<file path="src/rtl/i2c_sreg_pkg.sv">
package i2c_sreg_pkg;

   typedef enum logic [2:0] {
      ST_IDLE,
      ST_ADDR,
      ST_AACK,
      ST_WR,
      ST_WACK,
      ST_RD,
      ST_MACK,
      ST_SKIP
   } slv_state_t;

   typedef struct packed {
      logic scl_lvl;
      logic scl_rise;
      logic scl_fall;
      logic start;
      logic stop;
      logic sda_lvl;
   } bus_evt_t;

endpackage

</file>
<file path="src/rtl/i2c_sreg_sync.sv">
module i2c_sreg_sync #(
   parameter int WIDTH  = 2,
   parameter int STAGES = 2
) (
   input  logic             clk,
   input  logic             rst_n,
   input  logic [WIDTH-1:0] d_i,
   output logic [WIDTH-1:0] q_o
);
   logic [WIDTH-1:0] chain [STAGES];

   genvar s;
   generate
      for (s = 0; s < STAGES; s++) begin : g_stage
         if (s == 0) begin : g_first
            always_ff @(posedge clk or negedge rst_n) begin
               if (!rst_n) chain[s] <= '1;
               else        chain[s] <= d_i;
            end
         end else begin : g_next
            always_ff @(posedge clk or negedge rst_n) begin
               if (!rst_n) chain[s] <= '1;
               else        chain[s] <= chain[s-1];
            end
         end
      end
   endgenerate

   assign q_o = chain[STAGES-1];
endmodule

</file>
<file path="src/rtl/i2c_sreg_cond.sv">
module i2c_sreg_cond
   import i2c_sreg_pkg::*;
(
   input  logic     clk,
   input  logic     rst_n,
   input  logic     scl_s,
   input  logic     sda_s,
   output bus_evt_t evt_o
);
   logic scl_q, sda_q;

   always_ff @(posedge clk or negedge rst_n) begin
      if (!rst_n) begin
         scl_q <= 1'b1;
         sda_q <= 1'b1;
      end else begin
         scl_q <= scl_s;
         sda_q <= sda_s;
      end
   end

   always_comb begin
      evt_o.scl_lvl  = scl_s;
      evt_o.sda_lvl  = sda_s;
      evt_o.scl_rise = scl_s & ~scl_q;
      evt_o.scl_fall = ~scl_s & scl_q;
      evt_o.start    = scl_s & scl_q & sda_q & ~sda_s;
      evt_o.stop     = scl_s & scl_q & ~sda_q & sda_s;
   end
endmodule

</file>
<file path="src/rtl/i2c_sreg_fsm.sv">
module i2c_sreg_fsm
   import i2c_sreg_pkg::*;
#(
   parameter int ADDR_W = 7,
   parameter int DATA_W = 8
) (
   input  logic              clk,
   input  logic              rst_n,
   input  bus_evt_t          evt_i,
   input  logic [ADDR_W-1:0] my_addr_i,
   input  logic [DATA_W-1:0] rd_data_i,
   output logic              wr_en_o,
   output logic [DATA_W-1:0] wr_data_o,
   output logic              sda_oe_o,
   output slv_state_t        state_o
);
   localparam int CNT_W = $clog2(DATA_W + 1);
   localparam logic [CNT_W-1:0] FULL = CNT_W'(DATA_W);

   slv_state_t        state;
   logic [DATA_W-1:0] sh;
   logic [CNT_W-1:0]  cnt;
   logic              rw, oe, mack_ok;

   always_ff @(posedge clk or negedge rst_n) begin
      if (!rst_n) begin
         state     <= ST_IDLE;
         sh        <= '0;
         cnt       <= '0;
         rw        <= 1'b0;
         oe        <= 1'b0;
         mack_ok   <= 1'b0;
         wr_en_o   <= 1'b0;
         wr_data_o <= '0;
      end else begin
         wr_en_o <= 1'b0;
         if (evt_i.start) begin
            state <= ST_ADDR;
            cnt   <= '0;
            oe    <= 1'b0;
         end else if (evt_i.stop) begin
            state <= ST_IDLE;
            oe    <= 1'b0;
         end else begin
            unique case (state)
               ST_ADDR: begin
                  if (evt_i.scl_rise) begin
                     sh  <= {sh[DATA_W-2:0], evt_i.sda_lvl};
                     cnt <= cnt + 1'b1;
                  end else if (evt_i.scl_fall && cnt == FULL) begin
                     if (sh[DATA_W-1:1] == my_addr_i) begin
                        rw    <= sh[0];
                        oe    <= 1'b1;
                        state <= ST_AACK;
                     end else begin
                        state <= ST_SKIP;
                     end
                  end
               end
               ST_AACK: begin
                  if (evt_i.scl_fall) begin
                     cnt <= '0;
                     if (rw) begin
                        sh    <= rd_data_i;
                        oe    <= ~rd_data_i[DATA_W-1];
                        state <= ST_RD;
                     end else begin
                        oe    <= 1'b0;
                        state <= ST_WR;
                     end
                  end
               end
               ST_WR: begin
                  if (evt_i.scl_rise) begin
                     sh  <= {sh[DATA_W-2:0], evt_i.sda_lvl};
                     cnt <= cnt + 1'b1;
                  end else if (evt_i.scl_fall && cnt == FULL) begin
                     wr_en_o   <= 1'b1;
                     wr_data_o <= sh;
                     oe        <= 1'b1;
                     state     <= ST_WACK;
                  end
               end
               ST_WACK: begin
                  if (evt_i.scl_fall) begin
                     oe    <= 1'b0;
                     cnt   <= '0;
                     state <= ST_WR;
                  end
               end
               ST_RD: begin
                  if (evt_i.scl_rise) begin
                     cnt <= cnt + 1'b1;
                  end else if (evt_i.scl_fall) begin
                     if (cnt == FULL) begin
                        oe    <= 1'b0;
                        state <= ST_MACK;
                     end else begin
                        sh <= {sh[DATA_W-2:0], 1'b0};
                        oe <= ~sh[DATA_W-2];
                     end
                  end
               end
               ST_MACK: begin
                  if (evt_i.scl_rise) begin
                     mack_ok <= ~evt_i.sda_lvl;
                  end else if (evt_i.scl_fall) begin
                     if (mack_ok) begin
                        cnt   <= '0;
                        sh    <= rd_data_i;
                        oe    <= ~rd_data_i[DATA_W-1];
                        state <= ST_RD;
                     end else begin
                        state <= ST_SKIP;
                     end
                  end
               end
               default: ;
            endcase
         end
      end
   end

   assign sda_oe_o = oe;
   assign state_o  = state;
endmodule

</file>
<file path="src/rtl/i2c_sreg_store.sv">
module i2c_sreg_store #(
   parameter int                DATA_W    = 8,
   parameter int                CLR_BIT   = 1,
   parameter logic [DATA_W-1:0] RESET_VAL = '0
) (
   input  logic              clk,
   input  logic              rst_n,
   input  logic              wr_en_i,
   input  logic [DATA_W-1:0] wr_data_i,
   input  logic              hw_clr_i,
   output logic [DATA_W-1:0] q_o
);
   localparam logic [DATA_W-1:0] CLR_MASK = DATA_W'(1) << CLR_BIT;

   logic [DATA_W-1:0] nxt;

   always_comb begin
      nxt = wr_en_i ? wr_data_i : q_o;
      if (hw_clr_i) nxt = nxt & ~CLR_MASK;
   end

   always_ff @(posedge clk or negedge rst_n) begin
      if (!rst_n) q_o <= RESET_VAL;
      else        q_o <= nxt;
   end
endmodule

</file>
<file path="src/rtl/i2c_strap_ctrl_reg.sv">
module i2c_strap_ctrl_reg
   import i2c_sreg_pkg::*;
#(
   parameter int                 REG_W       = 8,
   parameter int                 ADDR_W      = 7,
   parameter int                 STRAP_W     = 3,
   parameter logic [ADDR_W-1:0]  BASE_ADDR   = 7'h20,
   parameter int                 SYNC_STAGES = 2,
   parameter int                 WARM_BIT    = 1,
   parameter logic [REG_W-1:0]   RESET_VAL   = '0
) (
   input  logic               clk,
   input  logic               rst_n,
   input  logic               scl_i,
   input  logic               sda_i,
   output logic               sda_oe_o,
   input  logic [STRAP_W-1:0] strap_i,
   input  logic               card_answer_i,
   input  logic               card_mute_i,
   output logic [REG_W-1:0]   ctrl_o
);
   localparam int STRAP_SPAN = 1 << STRAP_W;

   generate
      if (REG_W != 8) begin : g_bad_width
         $error("REG_W must be 8: one byte per bus transfer");
      end
      if (SYNC_STAGES < 2) begin : g_bad_sync
         $error("SYNC_STAGES must be at least 2");
      end
      if (STRAP_W >= ADDR_W) begin : g_bad_strap
         $error("STRAP_W must be narrower than ADDR_W");
      end
      if ((int'(BASE_ADDR) % STRAP_SPAN) != 0) begin : g_bad_base
         $error("BASE_ADDR low bits must be zero under the strap field");
      end
      if (WARM_BIT >= REG_W) begin : g_bad_warm
         $error("WARM_BIT out of range");
      end
   endgenerate

   logic [1:0]        line_s;
   bus_evt_t          evt;
   logic [ADDR_W-1:0] my_addr;
   logic              wr_en;
   logic [REG_W-1:0]  wr_data;
   slv_state_t        fsm_state;
   logic              hw_clr;

   i2c_sreg_sync #(.WIDTH(2), .STAGES(SYNC_STAGES)) sync_i (
      .clk  (clk),
      .rst_n(rst_n),
      .d_i  ({scl_i, sda_i}),
      .q_o  (line_s)
   );

   i2c_sreg_cond cond_i (
      .clk  (clk),
      .rst_n(rst_n),
      .scl_s(line_s[1]),
      .sda_s(line_s[0]),
      .evt_o(evt)
   );

   assign my_addr = BASE_ADDR | ADDR_W'(strap_i);
   assign hw_clr  = card_answer_i | card_mute_i;

   i2c_sreg_fsm #(.ADDR_W(ADDR_W), .DATA_W(REG_W)) fsm_i (
      .clk      (clk),
      .rst_n    (rst_n),
      .evt_i    (evt),
      .my_addr_i(my_addr),
      .rd_data_i(ctrl_o),
      .wr_en_o  (wr_en),
      .wr_data_o(wr_data),
      .sda_oe_o (sda_oe_o),
      .state_o  (fsm_state)
   );

   i2c_sreg_store #(.DATA_W(REG_W), .CLR_BIT(WARM_BIT), .RESET_VAL(RESET_VAL)) store_i (
      .clk      (clk),
      .rst_n    (rst_n),
      .wr_en_i  (wr_en),
      .wr_data_i(wr_data),
      .hw_clr_i (hw_clr),
      .q_o      (ctrl_o)
   );
endmodule

</file>
<file path="config.mk">
export PLATFORM = sky130hd
export DESIGN_NAME = i2c_strap_ctrl_reg
export DESIGN_NICKNAME = d
export VERILOG_FILES = /design/src/rtl/i2c_sreg_pkg.sv /design/src/rtl/i2c_sreg_sync.sv /design/src/rtl/i2c_sreg_cond.sv /design/src/rtl/i2c_sreg_fsm.sv /design/src/rtl/i2c_sreg_store.sv /design/src/rtl/i2c_strap_ctrl_reg.sv
export SDC_FILE = /design/constraint.sdc
export NUM_CORES = 1
export LEC_CHECK = 0
export BUFFER_PORTS_ARGS = -buffer_cell sky130_fd_sc_hd__buf_2
export CORE_MARGIN = 2
export CORE_UTILIZATION = 55
export CTS_BUF_LIST = sky130_fd_sc_hd__clkbuf_8
export CTS_CLUSTER_SIZE = 30
export DETAILED_ROUTE_END_ITERATION = 7
export PLACE_DENSITY = 0.79
export SLEW_MARGIN = 10
export SYNTH_ARGS = -nofsm -noshare
export SYNTH_HDL_FRONTEND = slang
export SYNTH_HIERARCHICAL = 1
export SYNTH_SLANG_ARGS = --single-unit
</file>
<file path="constraint.sdc">
create_clock -name clk -period 2.75 [get_ports clk]
set_input_delay 0.55 -clock clk [delete_from_list [all_inputs] [get_ports clk]]
set_output_delay 0.55 -clock clk [all_outputs]
set_load 0.01 [all_outputs]
</file>
==> metrics.md, run 1 <==
| Metric | Value |
|---|---|
| Share of cells above drive strength 1 | 0.248 |
| # nets final | 228 |
| Critical-path cell list | and4b_1 > nor2_8 > nand2_1 > or4_1 > mux2_4 |
| GRT overflow | 0 |
| FF-to-FF End | fsm_i/wr_data_o[1]$_DFFE_PN0P_ |
| DRC | 0 |
| Reg2Reg Depth | 5 |
| CTS Buf Count | 5 |
| Die Span X | 68.0 µm |
| R2r setup slk | 0.31 ns |
| Worst min path class | in -> reg |
| WHS Endpoint | sync_i/chain[2]$_DFF_PN1_ |
| CTS Root Cell | clkbuf_8 |
| IO Count | 18 |
| Final GP Congestion | 0.922 |
| DR WL/cell | 15.6 µm |
| Worst-path clk slew | 0.07 ns |
| Post-CTS Resized | 0 |
| Crit Path Max Fanout | 8 |
| Area grow syn2layout | 8.29% |
| Full die area | 4620 µm² |
| CTS tree | built |
| Hold path start | sda_i |
| Final period util | 0.887 |
| Fin Hold WS | 0.357 ns |
| Crit end category | register |
| Average size of a mapped cell | 11.3 µm² |
| WL final | 4190 µm |
| RR Startpoint | sync_i/q_o[0]$_DFF_PN1_ |
| Avg Vias per Cell | 5.78 |
| DRT iter0 DRCs | 232 |
| Worst skew pair latency | 0.29 ns |
| Worst Skew | 0.00660 ns |
| Unrepaired setup endpoints after global routing | no |
| Detailed-route via count | 1,549 |
| Relative slew slack | 0.413 |
| Synthesized instance count | 199 |
| Antenna Violating Nets Remaining | 0 |
| First-pass GRT wire length | 6800 µm |
| Setup crit start kind | register |
| Hold buffer count at CTS | 0 |
| Fmax | 410 MHz |
| Cell Rows | 23 |
| Synth warn | 6 |
| H-Tree Depth | 2 |
| Core area | 3970 µm² |
| Dpl hpwl | 2930 µm |
| Status | complete, no violations |
| Vias in the first global route | 1,411 |
| Hold Vio Cnt, Final | 0 |
| Crit path kind | reg -> reg |
| Final setup viols | 0 |
| Ant diodes | 0 |
| Crit-path max cell delay | 0.75 ns |
| Worst path required time | 2.92 ns |
| Hold path depth | 1 |
| TNS Setup | 0 ns |
| Largest net degree at the start of global routing | 42 |
| DIE HEIGHT | 68.0 µm |
| Worst Tran Pin Value | 0.881 ns |
| Peak VDD IR | 0.440 mV |
| Tot GR Track Use | 0.201 |
| Final slew viol count | 0 |
| Max Cap Violations | 0 |
| Final Critical Period | 2.44 ns |
| Leak Pwr | 1.17 nW |
| Mapped cell area | 2250 µm² |
| Sink Count | 41 |
| Worst path slowest cell | or4_1 |
| Power Density | 744 nW/µm² |
| Filler cells | 336 |
| Initial antenna violation count | 0 |
| Worst EP arrival | 2.61 ns |
| Clock Tree Buf Depth | 2 |
| Router iterations before antenna repair | 4 |
| Setup Fix Bufs, Post-CTS | 0 |
| Initial Util | 0.566 |
| Port bufs | 17 |
## critical path: cells and delay by family, from the launching register on
kind / cells / cell delay [ns]
simple gates: 4 / 1.38
mux: 1 / 0.39
flops: 1 / 0.56
## flip-flops by register name (all words and copies together) (netlist names), 2 cells and up
register,flops
store_i/q_o,8
fsm_i/wr_data_o,8
fsm_i/state_o,3
sync_i/chain,2
fsm_i/sh,8
fsm_i/cnt,4
sync_i/q_o,2
## routing by layer
metal	vias up	global-route usage	wire, µm
li1	743	-	-
met5	-	0	0
met4	0	0.0800	56
met3	4	0.0493	166
met2	37	0.271	1890
met1	765	0.308	2080
## cell type report
cell class	instances	area, µm²	area share
Multi-Input combinational cell	140	1110	0.455
Clock inverter	3	17.5	0.00719
Clock buffer	5	68.8	0.0282
Sequential cell	41	1030	0.424
Inverter	8	30.0	0.0123
Tap cell	50	62.6	0.0257
Timing Repair Buffer	21	115	0.0473
## cells in the final DEF, fill, tap and decap left out, drive strengths merged, types with 2 or more instances in the layout
cell type and count:
and2 2, nand4 4, a31oi 2, dfrtp 35
and3 2, mux2 31, or3 2, buf 21
a21oi 7, dfstp 6, a21o 2, clkinv 2
nor2b 3, xnor2 3, nor3 4, inv 8
and4b 2, conb 4, nand3 5, clkbuf 5
xor2 4, nand3b 2, nand2 13, nor2 13
o21ai 10, mux2i 2, or2 2, ha 2
nor4b 2
## stage by stage
stage               worst slack, ns  utilization  power (mW)  area, µm²  cells
floorplan                     0.577            -        1.29       2260    201
global placement              0.402        0.592        1.43       2350    260
detailed placement            0.315        0.592        1.44       2350    260
CTS                           0.311        0.613        1.83       2440    268
global route                  0.237        0.613        1.94       2440    268
finish                        0.310        0.613        1.81       2440    268
## power breakdown
part           total [mW]  internal (mW)  switching, mW
sequential          0.849          0.704          0.145
combinational       0.585          0.265          0.320
clock               0.379          0.175          0.204
## worst max-delay path by stage
stage	start	endpoint	slack (ns)	cells after the start
3_3_place_gp	sync_i/q_o[0]$_DFF_PN1_	fsm_i/wr_data_o[3]$_DFFE_PN0P_	0.40	5
5_1_grt	sync_i/q_o[0]$_DFF_PN1_	fsm_i/wr_data_o[1]$_DFFE_PN0P_	0.24	5
6_report	sync_i/q_o[0]$_DFF_PN1_	fsm_i/wr_data_o[1]$_DFFE_PN0P_	0.31	5
2_1_floorplan	sync_i/q_o[0]$_DFF_PN1_	fsm_i/wr_data_o[0]$_DFFE_PN0P_	0.58	8
3_5_place_dp	sync_i/q_o[0]$_DFF_PN1_	fsm_i/wr_data_o[0]$_DFFE_PN0P_	0.32	5
4_1_cts	sync_i/q_o[0]$_DFF_PN1_	fsm_i/wr_data_o[1]$_DFFE_PN0P_	0.31	5
Power figures use the tool's default switching activity.
==> run 2: changes to the inputs <==
ABC_AREA = 1   (was default)
==> run 2 against run 1 <==
- register-to-register slack gained 0.56 ns
- clock power grew 28%
- hold slack lost 0.0049 ns
- sequential share of layout area shrank 1.6 points
- die area grew 4.3%
- clock skew shrank 0.0011 ns
- utilization grew 1.1 points
- critical path type unchanged
- largest cell class unchanged
- largest power group is now combinational logic
==> metrics.md, run 2 <==
| Metric | Value |
|---|---|
| Status | complete, no violations |
| Power Density | 973 nW/µm² (+31%) |
| Setup Fix Bufs, Post-CTS | 0 (unchanged) |
| Worst Skew | 0.00550 ns (-0.00109 ns) |
| CTS tree | built |
| Unrepaired setup endpoints after global routing | no |
| Hold Vio Cnt, Final | 0 (unchanged) |
| Fin cells | 367 (+37%) |
| # placed instances | 359 (+38%) |
| H-Tree Depth | 2 (unchanged) |
| Final period util | 0.684 (-0.203) |
| Full die area | 4820 µm² (+4.3%) |
| Overall power | 2.46 mW (+36%) |
| Area grow syn2layout | 7.66% |
| Clock Tree Buf Depth | 2 (unchanged) |
| Synthesized instance count | 299 (+50%) |
| Worst skew pair latency | 0.29 ns (about the same) |
| Leak Pwr | 1.31 nW (+12%) |
| Hold buffer count at CTS | 0 (unchanged) |
| Clk network pwr share | 0.197 (-0.012) |
| CTS Buf Count | 5 (unchanged) |
| Crit Path Max Fanout | 16 (+8) |
| Sink Count | 41 (unchanged) |
| Peak VDD IR | 0.539 mV (+22%) |
| Die Span X | 69.4 µm (+2.1%) |
| CTS Root Cell | clkbuf_8 |
| Dpl hpwl | 3380 µm (+15%) |
| # nets final | 327 (+43%) |
| P_int | 1.36 mW (+19%) |
| Delay-heaviest family, CP | simple AND/OR/NAND/NOR gates |
| Synth warn | 6 (unchanged) |
| First-pass GRT wire length | 8260 µm (+22%) |
| Largest registers | fsm_i/sh x8, fsm_i/wr_data_o x8, store_i/q_o x8 |
| Final slew viol count | 0 (unchanged) |
| Switching power | 1.10 mW (+65%) |
| Largest net degree at the start of global routing | 42 (unchanged) |
| Detailed-route via count | 1,869 (+21%) |
| TNS Setup | 0 ns (unchanged) |
| Router iterations before antenna repair | 4 (unchanged) |
| Critical-path cell list | inv_1 > nor2_1 > inv_1 > nand2_1 > nand2_2 > a21oi_2 > nand2_4 > nor2_1 > a21oi_2 |
| Buf/Inv on CP | 2 (+2) |
| Relative slew slack | 0.402 (-0.0107) |
| PnR worst setup slack | 0.869 ns (+0.558 ns) |
| Worst path slowest cell | dfstp_2 |
| Cell Rows | 23 (unchanged) |
| Logic pwr share | 0.450 (+0.127) |
| DRC | 0 (unchanged) |
| Switching share of power | 0.448 (+0.0790) |
| Crit-path max cell delay | 0.55 ns (-0.20 ns) |
| IO Count | 18 (unchanged) |
| Final GP Congestion | 0.954 (+3.5%) |
| Reg power frac | 0.353 (-0.115) |
| Antenna Violating Nets Remaining | 0 (unchanged) |
| Post-place setup slack | 0.897 ns (+0.582 ns) |
| DR WL/cell | 12.5 µm (-20%) |
| GRT overflow | 0 (unchanged) |
| Core area | 4060 µm² (+2.2%) |
| Port bufs | 17 (unchanged) |
| Worst Tran Pin Value | 0.897 ns (+0.0161 ns) |
| Avg Vias per Cell | 5.09 (-12%) |
| WL final | 4600 µm (+9.8%) |
| Setup crit start kind | register |
| Worst-path clk slew | 0.08 ns (about the same) |
| Ant diodes | 0 (unchanged) |
| Worst min path class | in -> reg |
| R2r setup slk | 0.87 ns (+0.56 ns) |
| Worst path required time | 2.93 ns (about the same) |
| Post-CTS Resized | 0 (unchanged) |
| Vias in the first global route | 1,894 (+34%) |
| Final setup viols | 0 (unchanged) |
| Initial Util | 0.580 (+0.0132) |
| Fmax | 531 MHz (+30%) |
| Max Cap Violations | 0 (unchanged) |
| Mapped cell area | 2350 µm² (+4.6%) |
| Share of cells above drive strength 1 | 0.192 (-0.0553) |
| Most frequent cells in the layout | nand2_1, inv_1, dfrtp_1 |
| Crit path kind | reg -> reg |
| Worst EP arrival | 2.06 ns (-0.55 ns) |
| Final Critical Period | 1.88 ns (-0.558 ns) |
| Most common cell after layout, fill and taps aside | nand2_1 |
| Crit end category | register |
| Tot GR Track Use | 0.210 (+0.00821) |
| Fin Hold WS | 0.352 ns (-0.00489 ns) |
| DIE HEIGHT | 69.4 µm (+2.1%) |
| Initial antenna violation count | 0 (unchanged) |
| DRT iter0 DRCs | 212 (-8.6%) |
| Average size of a mapped cell | 7.87 µm² (-30%) |
run 2: changes by cell type in the layout (fill, tap and decap cells not counted), moves of 4 or more:
cell     delta
a21oi_1     -6
buf_4       -4
inv_1      +33
mux2_1     -16
mux2_4     -15
nand2_1    +72
nand2_2     +6
nand3_1    +12
nor2_1     +12
o21ai_0    +20
o21ai_2     +7
run 2: cell type report:
class	count	area (µm²)
tap	50	62.6
fill	352	1530
sequential	41	1030
timing repair buffer	17	85.1
inverter	45	179
clock inverter	3	46.3
clock buffer	5	68.8
multi-input combinational	206	1060
run 2: path summary, 6_finish.rpt:
check | startpoint | endpoint | cells past startpoint
setup / recovery | cond_i/scl_q$_DFF_PN1_ | fsm_i/sh[0]$_DFFE_PN0P_ | 9
max in group asynchronous | rst_n | fsm_i/state_o[0]$_DFFE_PN0P_ | 1
hold / removal | scl_i | sync_i/chain[3]$_DFF_PN1_ | 1
setup reg to reg | cond_i/scl_q$_DFF_PN1_ | fsm_i/sh[0]$_DFFE_PN0P_ | 9
hold reg to reg | sync_i/chain[3]$_DFF_PN1_ | sync_i/q_o[1]$_DFF_PN1_ | 0
min in group asynchronous | rst_n | store_i/q_o[7]$_DFFE_PN0P_ | 1
run 2: power groups by stage:
stage / combinational, mW / clock (mW) / sequential, mW
floorplan: 1.04 / 0 / 0.784
global placement: 1.09 / 0 / 0.882
detailed placement: 1.10 / 0 / 0.881
CTS: 1.10 / 0.499 / 0.871
global route: 1.27 / 0.524 / 0.888
finish: 1.11 / 0.485 / 0.870
run 2: routing by layer:
metal / track usage / up-vias / routed length [µm]
met1: 0.276 / 857 / 2120
met5: 0 / - / 0
met4: 0.0588 / 0 / 30
met2: 0.355 / 53 / 2200
met3: 0.0392 / 4 / 247
li1: - / 955 / -
run 2: stage by stage:
step	utilization	cell area (µm²)
after CTS	0.624	2530
after detailed placement	0.596	2420
after global placement	0.596	2420
after global routing	0.624	2530
after floorplan	-	2360
final	0.624	2530
==> run 3: changes to the inputs <==
clock period = 1.94 ns   (was 2.75 ns; I/O delays follow)
==> run 3 against run 2 <==
- setup slack worse by 0.67 ns
- first-iteration DRC count grew 9.0%
- highest routed layer unchanged
- die area is the same
- total power grew 47%
- combinational power increased by 47%
- clock power increased by 66%
- sequential cell count did not move
- wire length increased by 2.8%
- critical path depth is 2 higher
- non-clock buffer count grew 3
- utilization rose by 1.1 points
- global-route usage increased by 0.51 points
==> metrics.md, run 3 (synthesis results as in run 2) <==
| Metric | Value |
|---|---|
| Sink Count | 41 (unchanged) |
| Util after Layout | 0.635 (+0.0108) |
| Antenna Violating Nets Remaining | 0 (unchanged) |
| Peak VDD IR | 0.763 mV (+42%) |
| DRT iter0 DRCs | 231 (+9.0%) |
| Hold Vio Cnt, Final | 0 (unchanged) |
| Status | complete, no violations |
| Worst-path clk slew | 0.08 ns (about the same) |
| Worst Skew | 0.00754 ns (+0.00203 ns) |
| Most common cell after layout, fill and taps aside | nand2_1 |
| Fin cells | 370 (+0.82%) |
| Final Critical Period | 1.74 ns (-0.145 ns) |
| Worst path required time | 2.11 ns (-0.82 ns) |
| R2r setup slk | 0.20 ns (-0.67 ns) |
| DIE HEIGHT | 69.4 µm (unchanged) |
| Avg Vias per Cell | 5.15 (+1.2%) |
| Worst min path class | in -> async |
| Clock Tree Buf Depth | 2 (unchanged) |
| First-pass GRT wire length | 8340 µm (+0.92%) |
| Largest net degree at the start of global routing | 42 (unchanged) |
| WL final | 4730 µm (+2.8%) |
| Full die area | 4820 µm² (unchanged) |
| Most frequent cells in the layout | nand2_1, inv_1, dfrtp_1 |
| Setup Fix Bufs, Post-CTS | 0 (unchanged) |
| GRT overflow | 0 (unchanged) |
| Final setup viols | 0 (unchanged) |
| Met3 Use GR | 0.0392 (unchanged) |
| # nets final | 330 (+0.92%) |
| Port bufs | 17 (unchanged) |
| Hold buffer count at CTS | 0 (unchanged) |
| Final instance area | 2580 µm² (+1.7%) |
| Reg2Reg Depth | 11 (+2) |
| Final period util | 0.895 (+0.211) |
| Final GP Congestion | 0.900 (-5.6%) |
| Dpl hpwl | 3460 µm (+2.3%) |
| Share of cells above drive strength 1 | 0.203 (+0.0107) |
| Post-CTS Resized | 0 (unchanged) |
| Worst Tran Pin Value | 0.502 ns (-0.396 ns) |
| Initial Util | 0.580 (unchanged) |
| CTS tree | built |
| Tot GR Track Use | 0.215 (+0.00510) |
| Detailed-route via count | 1,907 (+2.0%) |
| Area grow syn2layout | 9.52% |
| Cell Rows | 23 (unchanged) |
| Crit path kind | reg -> reg |
| Worst skew pair latency | 0.29 ns (about the same) |
| Worst EP arrival | 1.91 ns (-0.15 ns) |
| CTS Root Cell | clkbuf_8 |
| TNS Setup | 0 ns (unchanged) |
| Met1 Usage GRT | 0.282 (+0.00625) |
| GRT busiest layer | met2 |
| Met2 Resource Use GR | 0.355 (unchanged) |
| Max Cap Violations | 0 (unchanged) |
| IO Count | 18 (unchanged) |
| Ant diodes | 0 (unchanged) |
| Vias in the first global route | 1,840 (-2.9%) |
| Relative slew slack | 0.666 (+0.264) |
| Initial antenna violation count | 0 (unchanged) |
| Fmax | 576 MHz (+8.3%) |
| DR WL/cell | 12.8 µm (+1.9%) |
| CTS Buf Count | 5 (unchanged) |
| Placed inst area | 2440 µm² (+0.93%) |
| Die Span X | 69.4 µm (unchanged) |
| Power Density | 1410 nW/µm² (+45%) |
| Router iterations before antenna repair | 4 (unchanged) |
| Unrepaired setup endpoints after global routing | yes |
| Setup crit start kind | register |
| Leak Pwr | 1.33 nW (+2.2%) |
| Final slew viol count | 0 (unchanged) |
| H-Tree Depth | 2 (unchanged) |
| # placed instances | 362 (+0.84%) |
| Crit Path Max Fanout | 6 (-10) |
| Core area | 4060 µm² (unchanged) |
| DRC | 0 (unchanged) |
| Largest registers | fsm_i/sh x8, fsm_i/wr_data_o x8, store_i/q_o x8 |
| Crit end category | register |
## run 3: worst paths after layout
kind | startpoint | endpoint
worst max register to register | cond_i/scl_q$_DFF_PN1_ | fsm_i/state_o[1]$_DFFE_PN0P_
min in group clk | sda_i | sync_i/chain[2]$_DFF_PN1_
max in group asynchronous | rst_n | cond_i/sda_q$_DFF_PN1_
worst min-delay path | rst_n | store_i/q_o[0]$_DFFE_PN0P_
worst min register to register | sync_i/chain[3]$_DFF_PN1_ | sync_i/q_o[1]$_DFF_PN1_
worst max-delay path | cond_i/scl_q$_DFF_PN1_ | fsm_i/state_o[1]$_DFFE_PN0P_
## run 3: final cells by class
type	count	area (µm²)
clock inverters	3	65.1
inverters	45	179
fillers	364	1480
multi-input cells	206	1060
flip-flops and latches	41	1030
well taps	50	62.6
repair buffers	20	108
clock buffers	5	68.8
## run 3: worst max-delay path: stages (launching register included)
cell     delay, ns
dfstp_2       0.55
inv_1         0.05
nor2_2        0.19
inv_1         0.11
nand3_1       0.09
nand2_1       0.06
nor2_1        0.11
nand3_1       0.09
nand2_1       0.13
nand2_2       0.10
nand2_1       0.06
o21ai_0       0.08
## run 3: per-stage QoR
step	hold WS (ns)	power (mW)	setup slack, ns
floorplan	0.0924	2.58	0.283
global placement	0.348	2.81	0.132
detailed placement	0.349	2.83	0.133
CTS	0.151	3.65	0.123
global route	0.171	3.93	-0.00949
finish	0.147	3.63	0.203
## run 3: power by group
| part | leakage (nW) | switching (mW) | internal, mW | total (mW) |
|---|---|---|---|---|
| Sequential | 0.533 | 0.189 | 1.01 | 1.20 |
| Combinational | 0.733 | 1.08 | 0.552 | 1.63 |
| Clock | 0.0681 | 0.294 | 0.511 | 0.806 |
## run 3: routing by layer
metal,up-vias,wire (µm)
li1,966,-
met1,890,2180
met2,47,2330
met3,4,188
met4,0,36
met5,-,0
